[src/rtl/ncoPkg.sv]
package ncoPkg;
  typedef struct packed {
    logic load;
    logic advance;
  } ncoStrobes_t;
endpackage

[src/rtl/ncoCtrl.sv]
module ncoCtrl
  import ncoPkg::*;
(
  input  logic        startPulse,
  input  logic        sampleValid,
  output ncoStrobes_t strobes
);
  // a start pulse wins over a sample in the same cycle
  always_comb begin
    strobes.load    = startPulse;
    strobes.advance = sampleValid & ~startPulse;
  end
endmodule

[src/rtl/ncoPhaseDp.sv]
module ncoPhaseDp
  import ncoPkg::*;
#(
  parameter int PHASE_W = 32
) (
  input  logic               clk,
  input  logic               rstN,
  input  ncoStrobes_t        strobes,
  input  logic [PHASE_W-1:0] initPhase,
  input  logic [PHASE_W-1:0] initStep,
  input  logic [PHASE_W-1:0] stepRate,
  output logic [PHASE_W-1:0] phaseQ,
  output logic [PHASE_W-1:0] stepQ,
  output logic [PHASE_W-1:0] rateQ
);
  always_ff @(posedge clk) begin
    if (!rstN) begin
      phaseQ <= '0;
      stepQ  <= '0;
      rateQ  <= '0;
    end else if (strobes.load) begin
      phaseQ <= initPhase;
      stepQ  <= initStep;
      rateQ  <= stepRate;
    end else if (strobes.advance) begin
      // phase consumes the old step; step then moves by the rate
      phaseQ <= phaseQ + stepQ;
      stepQ  <= stepQ + rateQ;
    end
  end
endmodule

[src/rtl/ncoSinCos.sv]
module ncoSinCos #(
  parameter int PHASE_W  = 32,
  parameter int LUT_BITS = 6,
  parameter int AMP_W    = 8
) (
  input  logic [PHASE_W-1:0] phase,
  output logic [AMP_W-1:0]   cosOut,
  output logic [AMP_W-1:0]   sinOut
);
  localparam int  QUARTER = 2 ** (LUT_BITS - 2);
  localparam int  OFF_W   = LUT_BITS - 2;
  localparam real AMP     = real'(2 ** (AMP_W - 1) - 1);
  localparam real HALF_PI = 1.5707963267948966;

  logic [AMP_W-1:0]    quarterMag [QUARTER];
  logic [LUT_BITS-1:0] sinIdx;
  logic [LUT_BITS-1:0] cosIdx;

  // quarter-wave magnitudes sampled at bin centres, so the folds are exact
  for (genvar k = 0; k < QUARTER; k++) begin : g_mag
    localparam real ANG = HALF_PI * (real'(k) + 0.5) / real'(QUARTER);
    localparam int  MAG = $rtoi($floor(AMP * $sin(ANG) + 0.5));
    assign quarterMag[k] = AMP_W'(MAG);
  end

  function automatic logic [AMP_W-1:0] foldLookup(input logic [LUT_BITS-1:0] idx);
    logic [OFF_W-1:0] off;
    logic [AMP_W-1:0] mag;
    off = idx[LUT_BITS-2] ? ~idx[OFF_W-1:0] : idx[OFF_W-1:0];
    mag = quarterMag[off];
    return idx[LUT_BITS-1] ? (~mag + 1'b1) : mag;
  endfunction

  always_comb begin
    sinIdx = phase[PHASE_W-1 -: LUT_BITS];
    cosIdx = sinIdx + LUT_BITS'(QUARTER);
    sinOut = foldLookup(sinIdx);
    cosOut = foldLookup(cosIdx);
  end
endmodule

[src/rtl/ncoCarrier.sv]
module ncoCarrier
  import ncoPkg::*;
#(
  parameter int PHASE_W  = 32,
  parameter int LUT_BITS = 6,
  parameter int AMP_W    = 8
) (
  input  logic               clk,
  input  logic               rstN,
  input  logic               startPulse,
  input  logic               sampleValid,
  input  logic [PHASE_W-1:0] initPhase,
  input  logic [PHASE_W-1:0] initStep,
  input  logic [PHASE_W-1:0] stepRate,
  output logic [PHASE_W-1:0] phaseOut,
  output logic [AMP_W-1:0]   cosOut,
  output logic [AMP_W-1:0]   sinOut
);
  ncoStrobes_t        strobes;
  logic [PHASE_W-1:0] phaseQ;
  logic [PHASE_W-1:0] stepQ;
  logic [PHASE_W-1:0] rateQ;

  ncoCtrl ctrl_i (
    .startPulse (startPulse),
    .sampleValid(sampleValid),
    .strobes    (strobes)
  );

  ncoPhaseDp #(.PHASE_W(PHASE_W)) dp_i (
    .clk      (clk),
    .rstN     (rstN),
    .strobes  (strobes),
    .initPhase(initPhase),
    .initStep (initStep),
    .stepRate (stepRate),
    .phaseQ   (phaseQ),
    .stepQ    (stepQ),
    .rateQ    (rateQ)
  );

  ncoSinCos #(.PHASE_W(PHASE_W), .LUT_BITS(LUT_BITS), .AMP_W(AMP_W)) lut_i (
    .phase (phaseQ),
    .cosOut(cosOut),
    .sinOut(sinOut)
  );

  assign phaseOut = phaseQ;
endmodule

[config.mk]
export PLATFORM = sky130hd
export DESIGN_NAME = ncoCarrier
export DESIGN_NICKNAME = d
export VERILOG_FILES = /design/src/rtl/ncoPkg.sv /design/src/rtl/ncoCtrl.sv /design/src/rtl/ncoPhaseDp.sv /design/src/rtl/ncoSinCos.sv /design/src/rtl/ncoCarrier.sv
export SDC_FILE = /design/constraint.sdc
export NUM_CORES = 1
export LEC_CHECK = 0
export ABC_AREA = 0
export BUFFER_PORTS_ARGS = -buffer_cell sky130_fd_sc_hd__buf_2
export CORE_MARGIN = 2
export CORE_UTILIZATION = 55
export DETAILED_ROUTE_END_ITERATION = 12
export PLACE_DENSITY = 0.84
export RECOVER_POWER = 25
export SLEW_MARGIN = 20
export SYNTH_ARGS = -nofsm -noshare
export SYNTH_HDL_FRONTEND = slang
export SYNTH_SLANG_ARGS = --single-unit
[constraint.sdc]
create_clock -name clk -period 7 [get_ports clk]
set_input_delay 1.4 -clock clk [delete_from_list [all_inputs] [get_ports clk]]
set_output_delay 1.4 -clock clk [all_outputs]
set_load 0.01 [all_outputs]
-- After elaboration in Yosys (flattened, before gate mapping)
Memories as Yosys holds them, arrays and structs flattened.
Index checks and enable logic that the tools add are counted.
- bits in latches: 0
- bits in writable memories: 0
- output and inout bits: 48
- memories: 2
- bits in registers: 96
- input bits: 100
- bits in read-only memories: 256
- memory list (memory ; words ; width ; read ports ; clocked after memory_dff ; write ports ; line ; source):
    (no name shown) ; 16 ; 8 ; 1 ; 0 ; 0 ; ncoSinCos.sv:30 ; mag = quarterMag[off];
    (no name shown) ; 16 ; 8 ; 1 ; 0 ; 0 ; ncoSinCos.sv:30 ;
- multiplexer cells: 12
- multipliers: 0
- equality and inequality tests: 0
- divide/modulo/power cells: 0
- shift operators: 0
- bitwise gates (word level): 8
- add/subtract/negate cells: 5
- reductions and logical operators: 1
- magnitude comparators: 2
- operator list (kind ; count):
    $mux 32 ; 4
    $add 32x32->32 ; 2
    $mux 8 ; 6
    $add 8x1->8 const B ; 2
    $not 8->8 ; 2
    $ge 5x5->1 const B ; 2
    $not 4->5 ; 2
    $mux 4 ; 2
    $not 4->4 ; 2
    $add 6x5->6 const B ; 1
    $reduce_bool 2->1 ; 1
    $and 1x1->1 ; 1
    $not 1->1 ; 1

-- Logic depth before layout (Yosys ltp)
Gate-level depths: netlist (run 1).
- word-level depth: 10
- depth in mapped cells: 15
- mapped depth without buffers: 14

-- Modules after synthesis
From an unflattened synthesis (run 1), not the netlist that was laid out.
- cells, all modules: 987
- area, all modules: 8212.9 um^2
- modules (own cells, without submodules) (module ; cells an instance ; times used ; area each (um^2) ; sequential area each (um^2)):
    ncoPhaseDp ; 837 ; 1 ; 7036.7 ; 1921.8
    ncoSinCos ; 148 ; 1 ; 1154.9 ; 0.0
    ncoCtrl ; 2 ; 1 ; 21.3 ; 0.0

-- Worst setup path before layout (run 1)
No wires, ideal clock.
- path type: flip-flop to output port
- start point: register dp_i.phaseQ[30]
- end point: output port sinOut[5]
- data required time: 5.600 ns
- arrival: 3.068 ns
- slack: 2.532 ns
- buffers on the path: 3
- stages on the path, launching flop included: 13
- cells stage by stage: dfxtp_1 buf_2 buf_1 xor2_1 inv_1 ha_1 clkbuf_1 nor2_1 a21oi_1 o311a_1 or3_1 o31ai_1 xnor2_1
- cells in the longest elaborated chain, start to end: 8
- RTL lines (item ; line ; source):
    start: declaration ; ncoPhaseDp.sv:12 ; output logic [PHASE_W-1:0] phaseQ,
    start signal: assignment ; ncoPhaseDp.sv:22 ; phaseQ <= initPhase;
    start signal: assignment ; ncoPhaseDp.sv:27 ; phaseQ <= phaseQ + stepQ;
    $mux 4 * ; ncoSinCos.sv:29 ; off = idx[LUT_BITS-2] ? ~idx[OFF_W-1:0] : idx[OFF_W-1:0];
    $not 4->5 (not written as such) * ; ncoSinCos.sv:30 ;
    $mem_v2 16x8 * ; - ;
    $mux 8 (not written as such) * (2 in series) ; ncoSinCos.sv:30 ;
    $not 8->8 ; ncoSinCos.sv:31 ; return idx[LUT_BITS-1] ? (~mag + 1'b1) : mag;
    $add 8x1->8 ; ncoSinCos.sv:31 ;
    $mux 8 * ; ncoSinCos.sv:31 ;
    end: declaration ; ncoCarrier.sv:17 ; output logic [AMP_W-1:0] sinOut
Every way passes the cells marked *; elsewhere a longest branch is shown, timed or not. The select of a mux whose other input is x is not followed.

-- Worst setup path after layout (run 1)
- start point: input port startPulse
- end point: register dp_i.phaseQ[27]
- cells in the longest elaborated chain, start to end: 3
- elaborated cells between the ends (all ways): 4
- RTL lines (item ; line ; source):
    start: declaration ; ncoCarrier.sv:10 ; input logic startPulse,
    $not 1->1 ; ncoCtrl.sv:11 ; strobes.advance = sampleValid & ~startPulse;
    $and 1x1->1 ; ncoCtrl.sv:11 ;
    $reduce_bool 2->1 (no line) ; - ;
Several ways; a longest one is shown, not always the timed one.
A chain may end at the register's enable or synchronous reset.

==> results.tsv, run 1 <==
stage	metric	value	unit
place	GPL Wtd Cong	0.946	
floorplanning	Die Span Y	125	um
routing	drt wl/cell	16.5	um
setup_path	slowest cell on the critical path	clkbuf_1	
floorplanning	Die ar.	0.0157	sq mm
clock_tree	CTS resizes	0	
yosys	Synth cell types	68	
clock_tree	clock slew seen by the registers of the worst setup and hold paths	0.07	ns
routing	Post-DRT Antenna Nets	0	
pwr	Internal Power	0.00116	W
timing	Worst slew margin	-192	%
setup_path	Critical Path Max Stage Delay	3.11	ns
place	Placed Instances	1312	
setup_path	data required time of the worst path	7.28	ns
run_status	status	finished, violations left	
routing	met3 wire length	1.50	mm
clock_tree	Clock Sinks	96	
setup_path	CP max FO	81	
timing	Max Clock Skew	0.0114	ns
timing	Final period util	83.9	%
yosys	prevailing post-synth register cell	dfxtp_1	
pwr	Pwr Density	198	mW/mm^2
pwr	combinational power share	36.7	%
setup_path	Crit path top cell by count	clkbuf_1	
floorplanning	Core Area	0.0145	sq mm
global_route	initial antenna violation count	0	
timing	Slew Viols, Final	179	
place	pre-CTS setup slack	2.16	ns
clock_tree	worst skew pair latency	0.35	ns
global_route	global-route wire length before repair	35.8	mm
timing	final setup fails	0	
timing	final hold vios	0	
yosys	syn_nets	1215	
flow_run	Max-cap violations	3	
run_status	failing checks	capacitance limit, slew limit	
clock_tree	CTS tree	yes	
timing	RSZ-0062 raised after global routing	no	
pwr	switching share of power	36.1	%
cells_and_area	n_diodes	0	
hold_path	Hold Path Depth	2	
routing	DRC errors left	0	
yosys	Post-synth EDFFs	0	
yosys	Cells after Synth	1035	
setup_path	cell family with most CP delay	buffers and inverters	
cells_and_area	Layout Cells excl Fill	1328	
global_route	total track usage	27.5	%
routing	Vias	8045	
cells_and_area	Area Overhead vs Synth	12.7	%
setup_path	CP arrival	6.16	ns
cells_and_area	layout cell share with drive strength beyond 1	14.4	%
cells_and_area	Final Util	63.2	%
cells_and_area	number of fill cells	1293	
clock_tree	CTS Hold Bufs	0	
global_route	largest net degree at the start of global routing	82	
pwr	sequential power share	35.6	%
floorplanning	I/O pin cnt	148	
pwr	net switching power	0.000654	W
routing	Routed WL	21.9	mm
cells_and_area	nets	1319	
floorplanning	Initial Utilization	56.0	%
timing	total negative slack	0	ns
yosys	Synth Cell Area	0.00811	sq mm
floorplanning	Die X	125	um
clock_tree	CTS Buffer Depth	2	
routing	DRT met1 WL	9.97	mm
hold_path	worst hold path class	reg -> reg	
floorplanning	Rows	44	
yosys	syn avg cell area	7.84	sq um
cells_and_area	register area	0.00192	sq mm
pwr	clock network fraction of design power	27.7	%
timing	Worst-Margin Slew	4.39	ns
setup_path	CP Class	in -> reg	
timing	Fmax	170	MHz
yosys	Seq cells post-synth	96	
setup_path	Worst Setup Start Kind	input port	
clock_tree	TritonCTS buffer count	9	
place	port bufs	147	
cells_and_area	area occupied by multi-input gates	0.00586	sq mm
setup_path	Cell Chain, Critical Path	clkbuf_1 -> clkbuf_1 -> nand3_1 -> o31a_1 -> o21ai_1	
global_route	number of global-route vias before repair	7350	
global_route	GRT overflow	0	
setup_path	Critical path buffers and inverters	2	
pwr	Power Total	0.00181	W
routing	met2 routed WL	9.91	mm
pwr	VDD IR-drop max	0.168	mV
setup_path	critical path depth	5	
routing	Via-to-Cell Ratio	6.06	
yosys	asr flop ratio synth	0	%
routing	First-pass DRT Iterations	5	
timing	final worst slack	1.12	ns
yosys	warnings from Yosys	0	
timing	min cycle time layout	5.88	ns
pwr	Pleak	4.27	nW
place	dpl hpwl	16.3	mm
routing	1st-iter DRT viols	707	
clock_tree	H-tree depth	3	
clock_tree	CTS Root Cell	clkbuf_16	
setup_path	reg2reg path depth	11	
clock_tree	post-CTS repair timing setup buffer count	0	
routing	Max Used Layer	met4	
setup_path	crit end category	flop	
yosys	post-synthesis sequential area ratio	23.7	%
power groups by stage:
stage,sequential (W),combinational [W],clock (W)
after floorplan,0.000635,0.000494,0
after global placement,0.000655,0.000639,0
after detailed placement,0.000656,0.000654,0
after CTS,0.000644,0.000658,0.000511
after global routing,0.000652,0.000738,0.000537
final,0.000646,0.000665,0.000502
placed cells by master (no fill, tap or decap), types with 21 or more instances in the layout:
| master | synthesis | layout |
|---|---|---|
| buf_2 | 3 | 118 |
| xor2_1 | 29 | 29 |
| a211oi_1 | 31 | 31 |
| nand2_1 | 74 | 74 |
| dfxtp_1 | 96 | 96 |
| ha_1 | 78 | 78 |
| a21o_1 | 31 | 31 |
| o21ai_0 | 67 | 67 |
| xnor2_1 | 44 | 44 |
| and3_1 | 21 | 21 |
| nor2_1 | 114 | 114 |
| clkbuf_1 | 42 | 34 |
| mux2i_1 | 54 | 54 |
| a21oi_1 | 125 | 125 |
| inv_1 | 24 | 23 |
cell type report:
type,count,area share [%]
multi-input combinational,853,64.1
sequential,96,21.0
timing repair buffer,153,8.02
clock buffer,11,2.54
tap,184,2.52
inverter,26,1.07
clock inverter,5,0.725
kinds of logic (layout without fill, tap and decap cells):
group           Yosys count  count (layout)  synth area share, %
buf+inv                  86             195                 4.03
compound gates          356             356                 27.6
simple gates            283             283                 16.1
xor+xnor                 73              73                 7.88
mux                      61              61                 8.19
fa+ha+maj                80              80                 12.5
flops                    96              96                 23.7
metal layers:
metal  GRT usage (%)  up-vias
li1                -     4005
met1            37.8     3704
met2            44.1      298
met3            5.09       38
met4            7.84        0
met5               0        -
state kept, by name, summed over array words and instances (netlist names):
signal,cells
dp_i.phaseQ,32
dp_i.rateQ,32
dp_i.stepQ,32
cells in the mapped netlist (9+ instances only):
master	number	area (sq um)
a211oi_1	31	233
a21o_1	31	233
a21oi_1	125	626
a31oi_1	14	87.6
and3_1	21	131
buf_1	15	56.3
clkbuf_1	42	158
dfxtp_1	96	1920
ha_1	78	976
inv_1	24	90.1
mux2i_1	54	541
nand2_1	74	278
nand2b_1	12	75.1
nand3_1	10	50.1
nor2_1	114	428
nor2b_1	10	62.6
nor3_1	9	45.0
o21ai_0	67	335
o21ai_1	10	50.1
o22ai_1	14	87.6
xnor2_1	44	385
xor2_1	29	254
worst paths after layout:
check	to	slack (ns)	from
min	dp_i.rateQ[26]$_SDFFE_PN0P_	0.50	dp_i.rateQ[26]$_SDFFE_PN0P_
max reg2reg	dp_i.stepQ[30]$_SDFFE_PN0P_	3.78	dp_i.rateQ[0]$_SDFFE_PN0P_
max	dp_i.phaseQ[27]$_SDFFE_PN0P_	1.12	startPulse
min reg2reg	dp_i.rateQ[26]$_SDFFE_PN0P_	0.50	dp_i.rateQ[26]$_SDFFE_PN0P_
per-stage QoR:
stage          hold WS [ns]  area [sq um]
2_1_floorplan         0.467          8110
3_3_place_gp          0.485          8900
3_5_place_dp          0.493          8900
4_1_cts               0.508          9200
5_1_grt               0.525          9150
6_report              0.504          9150
worst min-delay path: stages (launching register included):
cell and delay [ns]:
dfxtp_1 0.33, mux2i_1 0.07, nor2_1 0.07
Note: power is estimated with default switching activity, not from simulation.
==> run 2, diff against run 1 <==
CORE_UTILIZATION = 52   (was 55)
PLACE_DENSITY = 0.83   (was 0.84)
clock period = 5.2 ns   (was 7 ns; I/O delays follow)
==> run 2 against run 1 <==
  * The run still ends with capacitance limit, slew limit left
  * Final cell count up 0.38%
  * Sequential cell count unchanged
  * Largest power group unchanged
  * Clock power is 40% higher
  * Highest routed layer unchanged
  * Final area up 0.31%
  * Die area is 5.6% higher
  * Routed wire length grew 2.9%
  * Clock-buffer cell count shrank 1
  * Combinational power is 36% higher
  * Hold slack improved by 0.0054 ns
==> results.tsv, run 2 (synthesized netlist as in run 1, its figures left out) <==
stage	metric	value	unit
pwr	Pleak	4.29	nW
setup_path	critical path depth	14	
floorplanning	Die Span Y	129	um
place	Placed Instances	1317	
setup_path	reg2reg setup slack	1.88	ns
setup_path	Cell Chain, Critical Path	buf_4 -> xor2_1 -> ha_1 -> nand2_1 -> o21a_1 -> a221oi_1 -> o21ai_0 -> inv_1 -> ha_1 -> nand2_1 -> o21ai_0 -> nand2_1 -> xnor2_1 -> buf_2	
global_route	global-route wire length before repair	36.6	mm
routing	1st-iter DRT viols	471	
routing	First-pass DRT Iterations	5	
setup_path	CP Class	reg -> out	
timing	Worst-Margin Slew	2.00	ns
timing	Worst slew margin	-33.3	%
cells_and_area	n_diodes	0	
clock_tree	Clock Sinks	96	
setup_path	Crit path top cell by count	nand2_1	
cells_and_area	most frequent cells in the layout	125 x a21oi_1, 118 x buf_2, 114 x nor2_1	
clock_tree	worst skew pair latency	0.36	ns
setup_path	data required time of the worst path	4.16	ns
setup_path	CP max FO	25	
routing	Post-DRT Antenna Nets	0	
clock_tree	TritonCTS buffer count	9	
timing	Slew Viols, Final	157	
run_status	status	finished, violations left	
timing	Fmax	223	MHz
clock_tree	clock slew seen by the registers of the worst setup and hold paths	0.07	ns
floorplanning	I/O pin cnt	148	
place	dpl hpwl	16.7	mm
hold_path	worst hold path class	reg -> reg	
global_route	total track usage	27.3	%
setup_path	RR Startpoint	dp_i.rateQ[0]$_SDFFE_PN0P_	
setup_path	RR Endpoint	dp_i.stepQ[30]$_SDFFE_PN0P_	
routing	Routed WL	22.5	mm
run_status	failing checks	capacitance limit, slew limit	
cells_and_area	design area	0.00917	sq mm
cells_and_area	commonest non-fill, non-tap cell in the layout	a21oi_1	
flow_run	Max-cap violations	3	
routing	DRC errors left	0	
timing	RSZ-0062 raised after global routing	no	
setup_path	CP Capture Point	cosOut[6]	
place	area of placed instances	0.00891	sq mm
pwr	VDD IR-drop max	0.203	mV
clock_tree	post-CTS repair timing setup buffer count	0	
clock_tree	CTS Buffer Depth	2	
cells_and_area	Final Util	60.3	%
floorplanning	Core Area	0.0152	sq mm
global_route	GRT overflow	0	
timing	final setup fails	0	
clock_tree	CTS resizes	0	
routing	Vias	8076	
cells_and_area	Area Overhead vs Synth	13.1	%
timing	Max Clock Skew	0.00999	ns
global_route	initial antenna violation count	0	
cells_and_area	Layout Cells excl Fill	1333	
timing	final hold vios	0	
timing	Final period util	86.1	%
setup_path	Critical path buffers and inverters	3	
floorplanning	Die ar.	0.0166	sq mm
routing	drt wl/cell	16.9	um
global_route	number of global-route vias before repair	7548	
setup_path	Critical Path Max Stage Delay	0.46	ns
setup_path	Worst Setup Start Kind	flop	
routing	Via-to-Cell Ratio	6.06	
place	port bufs	147	
floorplanning	Initial Utilization	53.4	%
floorplanning	Die X	129	um
setup_path	crit path from	dp_i.phaseQ[30]$_SDFFE_PN0P_	
floorplanning	Rows	45	
hold_path	hold path startpoint	dp_i.rateQ[6]$_SDFFE_PN0P_	
global_route	largest net degree at the start of global routing	69	
clock_tree	CTS Root Cell	clkbuf_16	
setup_path	crit end category	output port	
setup_path	cell family with most CP delay	compound AO/OA/AOI/OAI gates	
cells_and_area	Largest regs	dp_i.phaseQ: 32 flops, dp_i.rateQ: 32 flops, dp_i.stepQ: 32 flops	
timing	min cycle time layout	4.48	ns
pwr	Pwr Density	269	mW/mm^2
clock_tree	CTS tree	yes	
timing	total negative slack	0	ns
cells_and_area	nets	1320	
clock_tree	CTS Hold Bufs	0	
timing	Min Hold Slack	0.509	ns
place	GPL Wtd Cong	0.951	
setup_path	reg2reg path depth	11	
cells_and_area	layout cell share with drive strength beyond 1	14.8	%
clock_tree	H-tree depth	3	
setup_path	slowest cell on the critical path	dfxtp_1	
setup_path	CP arrival	3.44	ns
run 2: per-layer routing:
metal / wire length [um] / up-vias / track usage [%] / share of wire [%]
met1: 10200 / 3725 / 36.5 / 45
met2: 10200 / 303 / 44.3 / 45
met5: 0 / - / 0 / 0
li1: - / 4004 / - / -
met4: 561 / 0 / 8.57 / 2.5
met3: 1580 / 44 / 5.36 / 7.0
run 2: area by class of cell:
class	instances	area, sq um
Fill cell	1353	6030
Multi-Input combinational cell	853	5860
Sequential cell	96	1920
Timing Repair Buffer	154	742
Clock buffer	10	239
Tap cell	188	235
Inverter	26	98.8
Clock inverter	6	73.8
run 2: report_power, final:
group / internal [W] / leakage (nW) / switching, W
clock: 0.000393 / 0.148 / 0.000310
combinational: 0.000385 / 3.34 / 0.000518
sequential: 0.000793 / 0.796 / 0.0000697
run 2: tightest hold or removal path: stages (launching register included):
cell     delay, ns
dfxtp_1       0.34
mux2i_1       0.07
nor2_1        0.07
run 2: worst min path at each step:
stage / end / cells after the start / slack, ns
floorplan: dp_i.rateQ[0]$_SDFFE_PN0P_ / 2 / 0.47
global placement: dp_i.rateQ[10]$_SDFFE_PN0P_ / 2 / 0.48
detailed placement: dp_i.rateQ[6]$_SDFFE_PN0P_ / 2 / 0.49
CTS: dp_i.rateQ[6]$_SDFFE_PN0P_ / 2 / 0.51
global route: dp_i.rateQ[20]$_SDFFE_PN0P_ / 2 / 0.55
finish: dp_i.rateQ[6]$_SDFFE_PN0P_ / 2 / 0.51
run 2: stage by stage:
step / power, W / worst slack [ns]
after floorplan: 0.00152 / 1.09
after global placement: 0.00174 / 1.27
after detailed placement: 0.00177 / 1.14
after CTS: 0.00247 / 0.733
after global routing: 0.00262 / 0.382
final: 0.00247 / 0.723
